**config.mk**
```make
export PLATFORM = sky130hd
export DESIGN_NAME = tap_timer
export DESIGN_NICKNAME = d
export VERILOG_FILES = /design/src/rtl/tap_timer.sv
export SDC_FILE = /design/constraint.sdc
export NUM_CORES = 1
export LEC_CHECK = 0
export BUFFER_PORTS_ARGS = -buffer_cell sky130_fd_sc_hd__buf_4
export CORE_ASPECT_RATIO = 1.5
export CORE_UTILIZATION = 45
export CTS_CLUSTER_DIAMETER = 60
export DETAILED_ROUTE_END_ITERATION = 16
export GPL_TIMING_DRIVEN = 0
export HOLD_SLACK_MARGIN = 0.05
export SYNTH_ARGS = -nofsm -noshare
export SYNTH_HDL_FRONTEND = slang
export SYNTH_SLANG_ARGS = --single-unit
```
**constraint.sdc**
```tcl
create_clock -name clk -period 3.35 [get_ports clk]
set_input_delay 0.5025 -clock clk [delete_from_list [all_inputs] [get_ports clk]]
set_output_delay 0.5025 -clock clk [all_outputs]
set_load 0.03 [all_outputs]
```
**src/rtl/tap_timer.sv**
```systemverilog
module tap_timer #(
  parameter int CNT_W   = 16,
  parameter int STG_00  = 13,
  parameter int STG_01  = 10,
  parameter int STG_10  = 8,
  parameter int STG_11  = 16,
  parameter int POR_CYC = 4
) (
  input  logic       clk,
  input  logic       pwr_ok,
  input  logic       mrst,
  input  logic       por_skip,
  input  logic [1:0] stage_sel,
  input  logic       free_run,
  input  logic       inv_out,
  output logic       tout
);
  localparam int POR_W = $clog2(POR_CYC + 1);

  logic             started;
  logic [POR_W-1:0] por_cnt;
  logic             por_act;
  logic             any_rst;
  logic             armed;
  logic [CNT_W-1:0] cnt;
  logic             tap;
  logic             hit;
  logic             lvl;

  always_ff @(posedge clk or negedge pwr_ok) begin
    if (!pwr_ok) begin
      started <= 1'b0;
      por_cnt <= '0;
    end else begin
      started <= 1'b1;
      if (!started && !por_skip)
        por_cnt <= POR_W'(POR_CYC);
      else if (por_cnt != '0)
        por_cnt <= por_cnt - 1'b1;
    end
  end

  assign por_act = (por_cnt != '0);
  assign any_rst = mrst | por_act;

  always_ff @(posedge clk or negedge pwr_ok) begin
    if (!pwr_ok) begin
      armed <= 1'b0;
      cnt   <= '0;
    end else if (any_rst) begin
      armed <= 1'b1;
      cnt   <= '0;
    end else if (armed) begin
      cnt   <= cnt + 1'b1;
    end
  end

  always_comb begin
    case (stage_sel)
      2'b00:   tap = cnt[STG_00-1];
      2'b01:   tap = cnt[STG_01-1];
      2'b10:   tap = cnt[STG_10-1];
      default: tap = cnt[STG_11-1];
    endcase
  end

  always_ff @(posedge clk or negedge pwr_ok) begin
    if (!pwr_ok)       hit <= 1'b0;
    else if (any_rst)  hit <= 1'b0;
    else if (free_run) hit <= 1'b0;
    else if (tap)      hit <= 1'b1;
  end

  assign lvl  = free_run ? tap : (hit | tap);
  assign tout = lvl ^ inv_out;

  assert_count_step_R1: assert property (@(posedge clk) disable iff (!pwr_ok)
    (armed && !any_rst) |=> cnt == $past(cnt) + 1'b1);

  assert_idle_frozen_R9: assert property (@(posedge clk) disable iff (!pwr_ok)
    (!armed && !any_rst) |=> $stable(cnt));

  assert_reset_clears_R7: assert property (@(posedge clk) disable iff (!pwr_ok)
    any_rst |=> (cnt == '0 && !hit));

  assert_por_zero_R8: assert property (@(posedge clk) disable iff (!pwr_ok)
    por_act |-> cnt == '0);

  assert_latch_holds_R4: assert property (@(posedge clk) disable iff (!pwr_ok)
    (hit && !free_run && !any_rst) |=> hit);

  assert_follow_R5: assert property (@(posedge clk) disable iff (!pwr_ok)
    free_run |=> !hit);
endmodule

```
==> flow_summary.ini, run 1 <==
[outcome]
outcome = complete, no violations

[floorplan]
die-area_um2 = 2720
placementRows = 21
ioPinCount = 9
floorplan.initialDensity_pct = 48.9
die_y_um = 63.4
core_region_area_um2 = 2310
overall_die_width_um = 42.9

[place]
numPlacedInstances = 144
placement.io_buffers = 8
post-dp-hpwl_um = 1530
place_congestion = 0.724

[sta]
timing.clock.skew_ns = 0.00117
final_min_period_over_clock_period_pct = 68.5
fmax_ghz = 0.436
fin_crit_ns = 2.29
final_hold_viol_count = 0
finalSetupTns_ns = 0
setup_repair_after_global_routing_missed_its_margin = false
slew_headroom_pct = 58.4
final_count_of_negative_setup_slack_endpoints = 0
timing.final.max_slew_violations = 0
tightest_slew_ns = 0.621

[setup_path]
timing.critical_path.max_delay_family = multiplexers
timing.reg2reg.setup_slack_ns = 1.68
signal_arrival_time_at_the_worst_endpoint_ns = 1.79
setup.worst_path.start_class = flop
setup_crit_path_kind = reg2out
cp_max_fo = 8
crit_path_cell_trace = mux4_2, a21oi_1, xnor2_1, buf_4
worst-path-buf-inv = 1
critical_path.slowest_cell = sky130_fd_sc_hd__mux4_2
critical_path.endpoint_type = primary output
worst-endpoint-required_ns = 2.85
slowest_delay_ns = 0.52

[power_and_ir_drop]
power_density_nw_per_um2 = 443
power_mw = 0.550
worst_ir_drop_vdd_mv = 0.333
leakagePower_nw = 0.492

[layout]
final_core_util_pct = 53.7
share_of_post_route_cells_with_drive_strength_above_1_pct = 12.9
area.growth.synth_to_final_pct = 9.86
layoutNonFillerInstCount = 147
diodes = 0
nNetsFinal = 137

[synth]
post_synth_fa_ha_maj_area_fraction_pct = 3.32
synth-compound-area-share_pct = 9.75
post_synth_and_or_nand_nor_area_fraction_pct = 24.1
synth_common_cells = sky130_fd_sc_hd__dfrtp_1, sky130_fd_sc_hd__a21oi_1, sky130_fd_sc_hd__nand2_1
yosys.area_share.xor_xnor_pct = 3.88
synth_mux_area_share_pct = 6.42
postSynthCellCount = 113
synth_top_area_share_pct = 48.7
synth.net_count = 124
synth_async_sr_flop_share_pct = 100
ys_top_cells_by_area = sky130_fd_sc_hd__dfrtp_1, sky130_fd_sc_hd__a21oi_1, sky130_fd_sc_hd__mux2i_1
yosys.cell_types.count = 27
synth_top_flop_cell = sky130_fd_sc_hd__dfrtp_1
largest_family_of_logic_cells_by_synthesized_area = simple AND/OR/NAND/NOR gates
post_synth.cell_area_avg_um2 = 10.0
seq_area_frac_synth_pct = 48.7
synth_top_cell_by_area = sky130_fd_sc_hd__dfrtp_1
synth-seq-cells = 22
synth-edff-count = 0
syn-cell-area_um2 = 1130
most_frequent_cell_after_synthesis = sky130_fd_sc_hd__dfrtp_1
ys_warn_count = 0

[run]
max_cap_violations = 0

[drt]
first_iter_violations = 18
detail_route.wirelength_um = 2150
routed_via_density = 5.96
avgRoutedWirePerCell_um = 14.6
number_of_search_and_repair_iterations_in_the_first_detailed_routing_pass = 4
vias = 876
detail_route.drc_violations = 0
detail-route-antenna-nets = 0

[clocking]
clk_root_buffer_cell = sky130_fd_sc_hd__clkbuf_4
clk_latency_ns = 0.30
maximum_count_of_clock_buffers_along_a_single_path = 2
tritoncts_num_sinks = 22
number_of_cells_upsized_or_downsized_after_cts = 0
clk_pin_slew_ns = 0.12
tritoncts = yes
postCtsSetupBuffers = 0
ctsHtreeMaxLevel = 1
holdBufCountCts = 0
tritoncts.num_buffers = 3

[global_route]
gr-usage-all-layers_pct = 18.0
grt_pass1_wl_um = 3800
via_count_of_the_first_global_routing_pass = 875
antenna_found_initial = 0
grt_overflow = 0
grt_start_max_net_pins = 23

[min_path]
hold_path.class = in2async
==> flip-flops by register name (all words and copies together) (netlist names) <==
register  count
armed         1
cnt          16
hit           1
por_cnt       3
started       1
==> through the flow <==
step | instance area [µm²] | hold slack [ns] | worst slack [ns]
after floorplan | 1130 | 0.207 | 1.38
after global placement | 1220 | 0.409 | 1.27
after detailed placement | 1220 | 0.410 | 1.26
after CTS | 1240 | 0.0643 | 1.03
after global routing | 1240 | 0.0709 | 0.965
final | 1240 | 0.0602 | 1.06
==> logic make-up after synthesis <==
group           count (synthesis)
compound gates                 19
xor+xnor                        5
fa+ha+maj                       3
buf+inv                         8
flops                          22
mux                             6
other cells                     1
simple gates                   49
==> layer usage <==
metal  routed length (µm)  global-route usage (%)  vias up
met5                    0                       0        -
met4                   26                    5.86        0
met3                   54                    1.72        4
met2                 1120                    32.0       16
met1                  948                    22.1      426
li1                     -                       -      430
==> area by class of cell <==
class | count | area (µm²)
Fill cell | 233 | 1070
Sequential cell | 22 | 551
Multi-Input combinational cell | 83 | 541
Timing Repair Buffer | 8 | 60.1
Tap cell | 23 | 28.8
Buffer | 4 | 23.8
Clock buffer | 3 | 22.5
Inverter | 4 | 15.0
==> placed cells by master (no fill, tap or decap) <==
cell and count:
sky130_fd_sc_hd__or4_1 4, sky130_fd_sc_hd__o21ai_0 3, sky130_fd_sc_hd__dfrtp_1 22, sky130_fd_sc_hd__buf_4 8
sky130_fd_sc_hd__nand2b_1 6, sky130_fd_sc_hd__mux2i_1 5, sky130_fd_sc_hd__clkbuf_4 3, sky130_fd_sc_hd__nand2_1 10
sky130_fd_sc_hd__a21oi_1 10, sky130_fd_sc_hd__o31ai_1 5, sky130_fd_sc_hd__a211oi_1 1, sky130_fd_sc_hd__nand4_1 5
sky130_fd_sc_hd__ha_1 3, sky130_fd_sc_hd__clkbuf_1 2, sky130_fd_sc_hd__nor4_1 4, sky130_fd_sc_hd__xnor2_1 3
sky130_fd_sc_hd__nor3_1 1, sky130_fd_sc_hd__or3_1 3, sky130_fd_sc_hd__nand3_1 4, sky130_fd_sc_hd__conb_1 1
sky130_fd_sc_hd__nor3b_2 1, sky130_fd_sc_hd__nand4_2 1, sky130_fd_sc_hd__buf_6 1, sky130_fd_sc_hd__xor2_1 2
sky130_fd_sc_hd__nor2_1 8, sky130_fd_sc_hd__buf_2 1, sky130_fd_sc_hd__inv_1 4, sky130_fd_sc_hd__mux4_2 1
sky130_fd_sc_hd__or2_1 2
==> worst reg2reg max path: stages (launching register included) <==
cell and delay, ns:
sky130_fd_sc_hd__dfrtp_1 0.38, sky130_fd_sc_hd__inv_1 0.06, sky130_fd_sc_hd__ha_1 0.22, sky130_fd_sc_hd__nand2b_1 0.16
sky130_fd_sc_hd__or2_1 0.22, sky130_fd_sc_hd__clkbuf_1 0.40, sky130_fd_sc_hd__nor2_1 0.11
==> worst paths after layout <==
kind,startpoint,to,depth (start not counted)
setup / recovery,cnt[7],tout,4
hold / removal,pwr_ok,cnt[10],1
setup reg to reg,por_cnt[0],cnt[1],6
hold reg to reg,started,por_cnt[0],2
max in group asynchronous,pwr_ok,cnt[4],1
min in group clk,free_run,hit,2
==> where the power goes <==
group          switching, mW  leakage (nW)  internal [mW]
sequential            0.0168         0.293          0.288
combinational         0.0726         0.185         0.0529
clock                 0.0773        0.0138         0.0420
total                  0.167         0.492          0.383
Power figures use the tool's default switching activity.
==> run 2, diff against run 1 <==
--- a/config.mk
+++ b/config.mk
@@ -12,6 +12,7 @@
 export DETAILED_ROUTE_END_ITERATION = 16
 export GPL_TIMING_DRIVEN = 0
 export HOLD_SLACK_MARGIN = 0.05
+export PLACE_DENSITY = 0.65
 export SYNTH_ARGS = -nofsm -noshare
 export SYNTH_HDL_FRONTEND = slang
 export SYNTH_SLANG_ARGS = --single-unit
==> constraint.sdc (replaced) <==
create_clock -name clk -period 2.06 [get_ports clk]
set_input_delay 0.309 -clock clk [delete_from_list [all_inputs] [get_ports clk]]
set_output_delay 0.309 -clock clk [all_outputs]
set_load 0.03 [all_outputs]
==> run 2 against run 1 <==
Net effect:
- combinational power rose by 68%
- hold slack improved by 0.094 ns
- sequential share of layout area fell by 2.2 points
==> flow_summary.ini, run 2 (same netlist as run 1, synthesis figures left out) <==
[setup_path]
signal_arrival_time_at_the_worst_endpoint_ns = 1.66
cp_max_fo = 3
worst-endpoint-required_ns = 1.75
worst-path-buf-inv = 1
setup.worst_path.start_class = flop
crit_path_cell_trace = mux4_2, a21oi_2, xnor2_1, buf_4
critical_path.slowest_cell = sky130_fd_sc_hd__mux4_2
setup_crit_path_kind = reg2out
slowest_delay_ns = 0.49
critical_path.endpoint_type = primary output
timing.critical_path.max_delay_family = multiplexers

[clocking]
maximum_count_of_clock_buffers_along_a_single_path = 2
clk_latency_ns = 0.30
tritoncts_num_sinks = 22
clk_pin_slew_ns = 0.12
tritoncts = yes
clk_root_buffer_cell = sky130_fd_sc_hd__clkbuf_4
tritoncts.num_buffers = 3
ctsHtreeMaxLevel = 1

[power_and_ir_drop]
internal_power_mw = 0.666
power.sequential.fraction_pct = 52.5
share_clk_of_total_power_pct = 25.0
power_mw = 0.945
power_density_nw_per_um2 = 722
leakagePower_nw = 0.530
power.net_switching_mw = 0.278
netSwitchingFraction_pct = 29.4
worst_ir_drop_vdd_mv = 0.465
p_comb_share_pct = 22.5

[sta]
fmax_ghz = 0.507
final_min_period_over_clock_period_pct = 95.8
final_hold_viol_count = 0
fin_crit_ns = 1.97
tightest_slew_ns = 0.609
setup_repair_after_global_routing_missed_its_margin = false
slew_headroom_pct = 59.2
finalSetupTns_ns = 0
timing.final.max_slew_violations = 0
finalWorstSetupSlack_ns = 0.0867
timing.clock.skew_ns = 0.00195
final_count_of_negative_setup_slack_endpoints = 0

[drt]
detail_route.wirelength_um = 2140
routed_via_density = 5.79
detail-route-antenna-nets = 0
number_of_search_and_repair_iterations_in_the_first_detailed_routing_pass = 4
avgRoutedWirePerCell_um = 13.9
vias = 891
first_iter_violations = 14
detail_route.drc_violations = 0

[layout]
multi_input_area_um2 = 544
area.growth.synth_to_final_pct = 15.7
filler_cell_count = 219
register_area_um2 = 552
share_of_post_route_cells_with_drive_strength_above_1_pct = 18.3
regMostFlops = cnt
final_cell_area_um2 = 1310
nNetsFinal = 143
final_common_cell = sky130_fd_sc_hd__dfrtp_1
diodes = 0
most-common-layout-cells = sky130_fd_sc_hd__dfrtp_1, sky130_fd_sc_hd__buf_4, sky130_fd_sc_hd__nand2_1
reg.largest.list = cnt x16, por_cnt x3
layoutNonFillerInstCount = 154
flip_flop_count_of_the_largest_register_all_copies_and_words_added = 16

[global_route]
grt_start_max_net_pins = 23
gr-usage-all-layers_pct = 17.7
grt_pass1_wl_um = 3680
via_count_of_the_first_global_routing_pass = 856
grt_overflow = 0
antenna_found_initial = 0

[place]
dp_worst_setup_slack_ns = 0.314
placed_cell_area_um2 = 1220
place_congestion = 0.741
numPlacedInstances = 144
placement.io_buffers = 8
post-dp-hpwl_um = 1550

[floorplan]
die-area_um2 = 2720
die_y_um = 63.4
core_region_area_um2 = 2310
floorplan.initialDensity_pct = 48.9
ioPinCount = 9
overall_die_width_um = 42.9
placementRows = 21

[outcome]
outcome = complete, no violations

[min_path]
hold_path.class = in2reg

[run]
max_cap_violations = 0
## run 2: what timing repair did
item	in CTS	in global routing
endpoints found under the setup margin	1	1
buffers inserted	1	4
gates cloned	0	0
gates resized for setup	1	1
endpoints found under the hold margin	22	0
hold buffers	1	0
## run 2: through the flow
step	util (%)	hold WS (ns)
after detailed placement	52.7	0.216
after global routing	56.5	0.143
after CTS	55.1	0.144
after floorplan	-	0.0134
after global placement	52.7	0.215
final	56.5	0.154
## run 2: worst paths after layout
check / startpoint / endpoint / slack (ns) / cells after the start
max in group asynchronous: pwr_ok / cnt[7] / 1.41 / 2
worst min register to register: started / por_cnt[0] / 0.53 / 2
min in group asynchronous: pwr_ok / cnt[13] / 0.42 / 2
worst max-delay path: cnt[12] / tout / 0.09 / 4
worst max register to register: por_cnt[0] / cnt[1] / 0.37 / 6
worst min-delay path: free_run / hit / 0.15 / 2
## run 2: power by group through the flow
stage               logic [mW]  clock network, mW  registers, mW
floorplan                0.149                  0          0.499
CTS                      0.218              0.244          0.497
finish                   0.212              0.236          0.496
global route             0.242              0.262          0.502
detailed placement       0.213                  0          0.505
global placement         0.198                  0          0.503
## run 2: layer usage
layer  vias up  track usage, %  routed length, µm
met5         -               0                  0
met4         0            8.59                 30
met1       434            20.9                924
li1        442               -                  -
met3         4            1.72                 50
met2        11            31.1               1140
## run 2: cell type report
type	count	share of cell area, %
plain buffers	4	1.82
clock buffers	4	2.78
inverters	4	1.15
multi-input cells	83	41.6
flip-flops and latches	22	42.2
well taps	23	2.20
repair buffers	14	8.23
## run 2: worst register-to-register path, cell delays in order (launching register included)
cell	delay, ns
sky130_fd_sc_hd__dfrtp_1	0.39
sky130_fd_sc_hd__inv_1	0.08
sky130_fd_sc_hd__ha_1	0.23
sky130_fd_sc_hd__nand2b_1	0.15
sky130_fd_sc_hd__or2_1	0.20
sky130_fd_sc_hd__clkbuf_1	0.42
sky130_fd_sc_hd__nor2_1	0.11
==> run 3, diff against run 2 <==
==> config.mk (replaced) <==
export PLATFORM = sky130hd
export DESIGN_NAME = tap_timer
export DESIGN_NICKNAME = d
export VERILOG_FILES = /design/src/rtl/tap_timer.sv
export SDC_FILE = /design/constraint.sdc
export NUM_CORES = 1
export LEC_CHECK = 0
export CORE_ASPECT_RATIO = 1.5
export CORE_UTILIZATION = 45
export CTS_CLUSTER_DIAMETER = 60
export DETAILED_ROUTE_END_ITERATION = 16
export DONT_BUFFER_PORTS = 1
export GPL_TIMING_DRIVEN = 0
export HOLD_SLACK_MARGIN = 0.05
export SYNTH_ARGS = -nofsm -noshare
export SYNTH_HDL_FRONTEND = slang
export SYNTH_SLANG_ARGS = --single-unit
==> run 3 against run 2 <==
Net effect:
- flip-flop and latch count unchanged
- setup slack worse by 0.023 ns
- final area down 4.9%
- highest routed layer unchanged
==> flow_summary.ini, run 3 (same netlist as run 1, synthesis figures left out) <==
[outcome]
outcome = complete, no violations

[sta]
tightest_slew_ns = 0.967
fmax_ghz = 0.501
timing.final.max_slew_violations = 0
final_hold_viol_count = 0
timing.clock.skew_ns = 0.0145
slew_headroom_pct = 35.3
final_count_of_negative_setup_slack_endpoints = 0
fin_crit_ns = 2.00
finalWorstSetupSlack_ns = 0.0633
final_min_period_over_clock_period_pct = 96.9
finalSetupTns_ns = 0
setup_repair_after_global_routing_missed_its_margin = false

[layout]
nNetsFinal = 131
share_of_post_route_cells_with_drive_strength_above_1_pct = 10.1
final_common_cell = sky130_fd_sc_hd__dfrtp_1
reg.largest.list = cnt x16, por_cnt x3
diodes = 0
filler_cell_count = 205
regMostFlops = cnt
area.growth.synth_to_final_pct = 10.1
most-common-layout-cells = sky130_fd_sc_hd__dfrtp_1, sky130_fd_sc_hd__nand2_1, sky130_fd_sc_hd__a21oi_1
flip_flop_count_of_the_largest_register_all_copies_and_words_added = 16

[floorplan]
die-area_um2 = 2720
ioPinCount = 9
core_region_area_um2 = 2310
floorplan.initialDensity_pct = 48.9
placementRows = 21
overall_die_width_um = 42.9
die_y_um = 63.4

[global_route]
grt_overflow = 0
via_count_of_the_first_global_routing_pass = 824
antenna_found_initial = 0
gr-usage-all-layers_pct = 17.0
grt_pass1_wl_um = 3510
grt_start_max_net_pins = 23

[clocking]
tritoncts_num_sinks = 22
maximum_count_of_clock_buffers_along_a_single_path = 2
clk_pin_slew_ns = 0.13
tritoncts = yes
tritoncts.num_buffers = 3
ctsHtreeMaxLevel = 1
clk_latency_ns = 0.32
clk_root_buffer_cell = sky130_fd_sc_hd__clkbuf_4

[setup_path]
signal_arrival_time_at_the_worst_endpoint_ns = 1.69
critical_path.endpoint_type = primary output
setup.worst_path.start_class = flop
worst-endpoint-required_ns = 1.75
cp_max_fo = 8
setup_crit_path_kind = reg2out

[drt]
first_iter_violations = 38
met2_wirelength_um = 1090
met3_wirelength_um = 64
avgRoutedWirePerCell_um = 14.4
detail-route-antenna-nets = 0
detail_route.wirelength_um = 2040
vias = 850
routed_via_density = 5.99
number_of_search_and_repair_iterations_in_the_first_detailed_routing_pass = 4
routed.top_layer = met4
detail_route.drc_violations = 0
wl_met1_um = 845

[place]
post-dp-hpwl_um = 1470
dp_worst_setup_slack_ns = 0.305
placement.io_buffers = 0
place_congestion = 0.742

[min_path]
hold_path.class = in2reg

[power_and_ir_drop]
power_density_nw_per_um2 = 821
worst_ir_drop_vdd_mv = 0.589
leakagePower_nw = 0.481

[run]
max_cap_violations = 0
[run 3: changes by cell type in the layout (fill, tap and decap cells not counted)]
| cell | delta |
|---|---|
| sky130_fd_sc_hd__buf_4 | -13 |
| sky130_fd_sc_hd__bufinv_16 | +1 |
| sky130_fd_sc_hd__clkbuf_8 | -1 |
| sky130_fd_sc_hd__dlygate4sd3_1 | +1 |
| sky130_fd_sc_hd__xnor2_1 | -1 |
| sky130_fd_sc_hd__xnor2_2 | +1 |
[run 3: layout make-up]
class                           instances  area (µm²)  share of cell area, %
Clock inverter                          1        30.0                   2.41
Buffer                                  4        23.8                   1.91
Tap cell                               23        28.8                   2.31
Clock buffer                            3        22.5                   1.81
Multi-Input combinational cell         83         552                   44.4
Inverter                                4        15.0                   1.21
Timing Repair Buffer                    2        20.0                   1.61
Sequential cell                        22         552                   44.4
[run 3: through the flow]
step	utilization (%)	hold slack [ns]	instance area, µm²	instances	power [mW]
floorplan	-	0.0134	1130	113	0.648
global placement	50.1	0.0139	1160	136	0.680
detailed placement	50.1	0.0141	1160	136	0.689
CTS	53.6	0.163	1240	142	1.03
global route	53.8	0.174	1240	142	1.08
finish	53.8	0.161	1240	142	1.02
[run 3: metal layers]
metal	track usage (%)	up-vias
met4	8.98	0
met3	2.01	4
li1	-	421
met1	19.7	408
met5	0	-
met2	29.4	17
[run 3: worst max-delay path, stage by stage (launching register included)]
cell and delay [ns]:
sky130_fd_sc_hd__dfrtp_2 0.48, sky130_fd_sc_hd__mux4_2 0.50, sky130_fd_sc_hd__a21oi_2 0.17, sky130_fd_sc_hd__xnor2_2 0.22
[run 3: where the power goes]
group	total [mW]	switching (mW)	leakage, nW	internal [mW]
clock	0.333	0.136	0.0279	0.197
sequential	0.497	0.0286	0.292	0.468
combinational	0.191	0.111	0.162	0.0806
total	1.02	0.276	0.481	0.746
[run 3: path summary, 6_finish.rpt]
check / startpoint / end / slack, ns / cells past startpoint
max: cnt[7] / tout / 0.06 / 3
min: por_skip / por_cnt[0] / 0.16 / 2
max reg2reg: por_cnt[0] / cnt[2] / 0.41 / 6
min reg2reg: started / por_cnt[0] / 0.52 / 2
max in group asynchronous: pwr_ok / cnt[7] / 0.84 / 1
min in group asynchronous: pwr_ok / cnt[15] / 0.57 / 1
[run 3: what timing repair did]
action / in CTS / in global routing
cloned: 0 / 0
endpoints found under the hold margin: 23 / 0
buffers inserted: 0 / 0
gates resized for setup: 2 / 1
hold buffers: 2 / 0
pin swaps: 0 / 1
endpoints found under the setup margin: 1 / 1
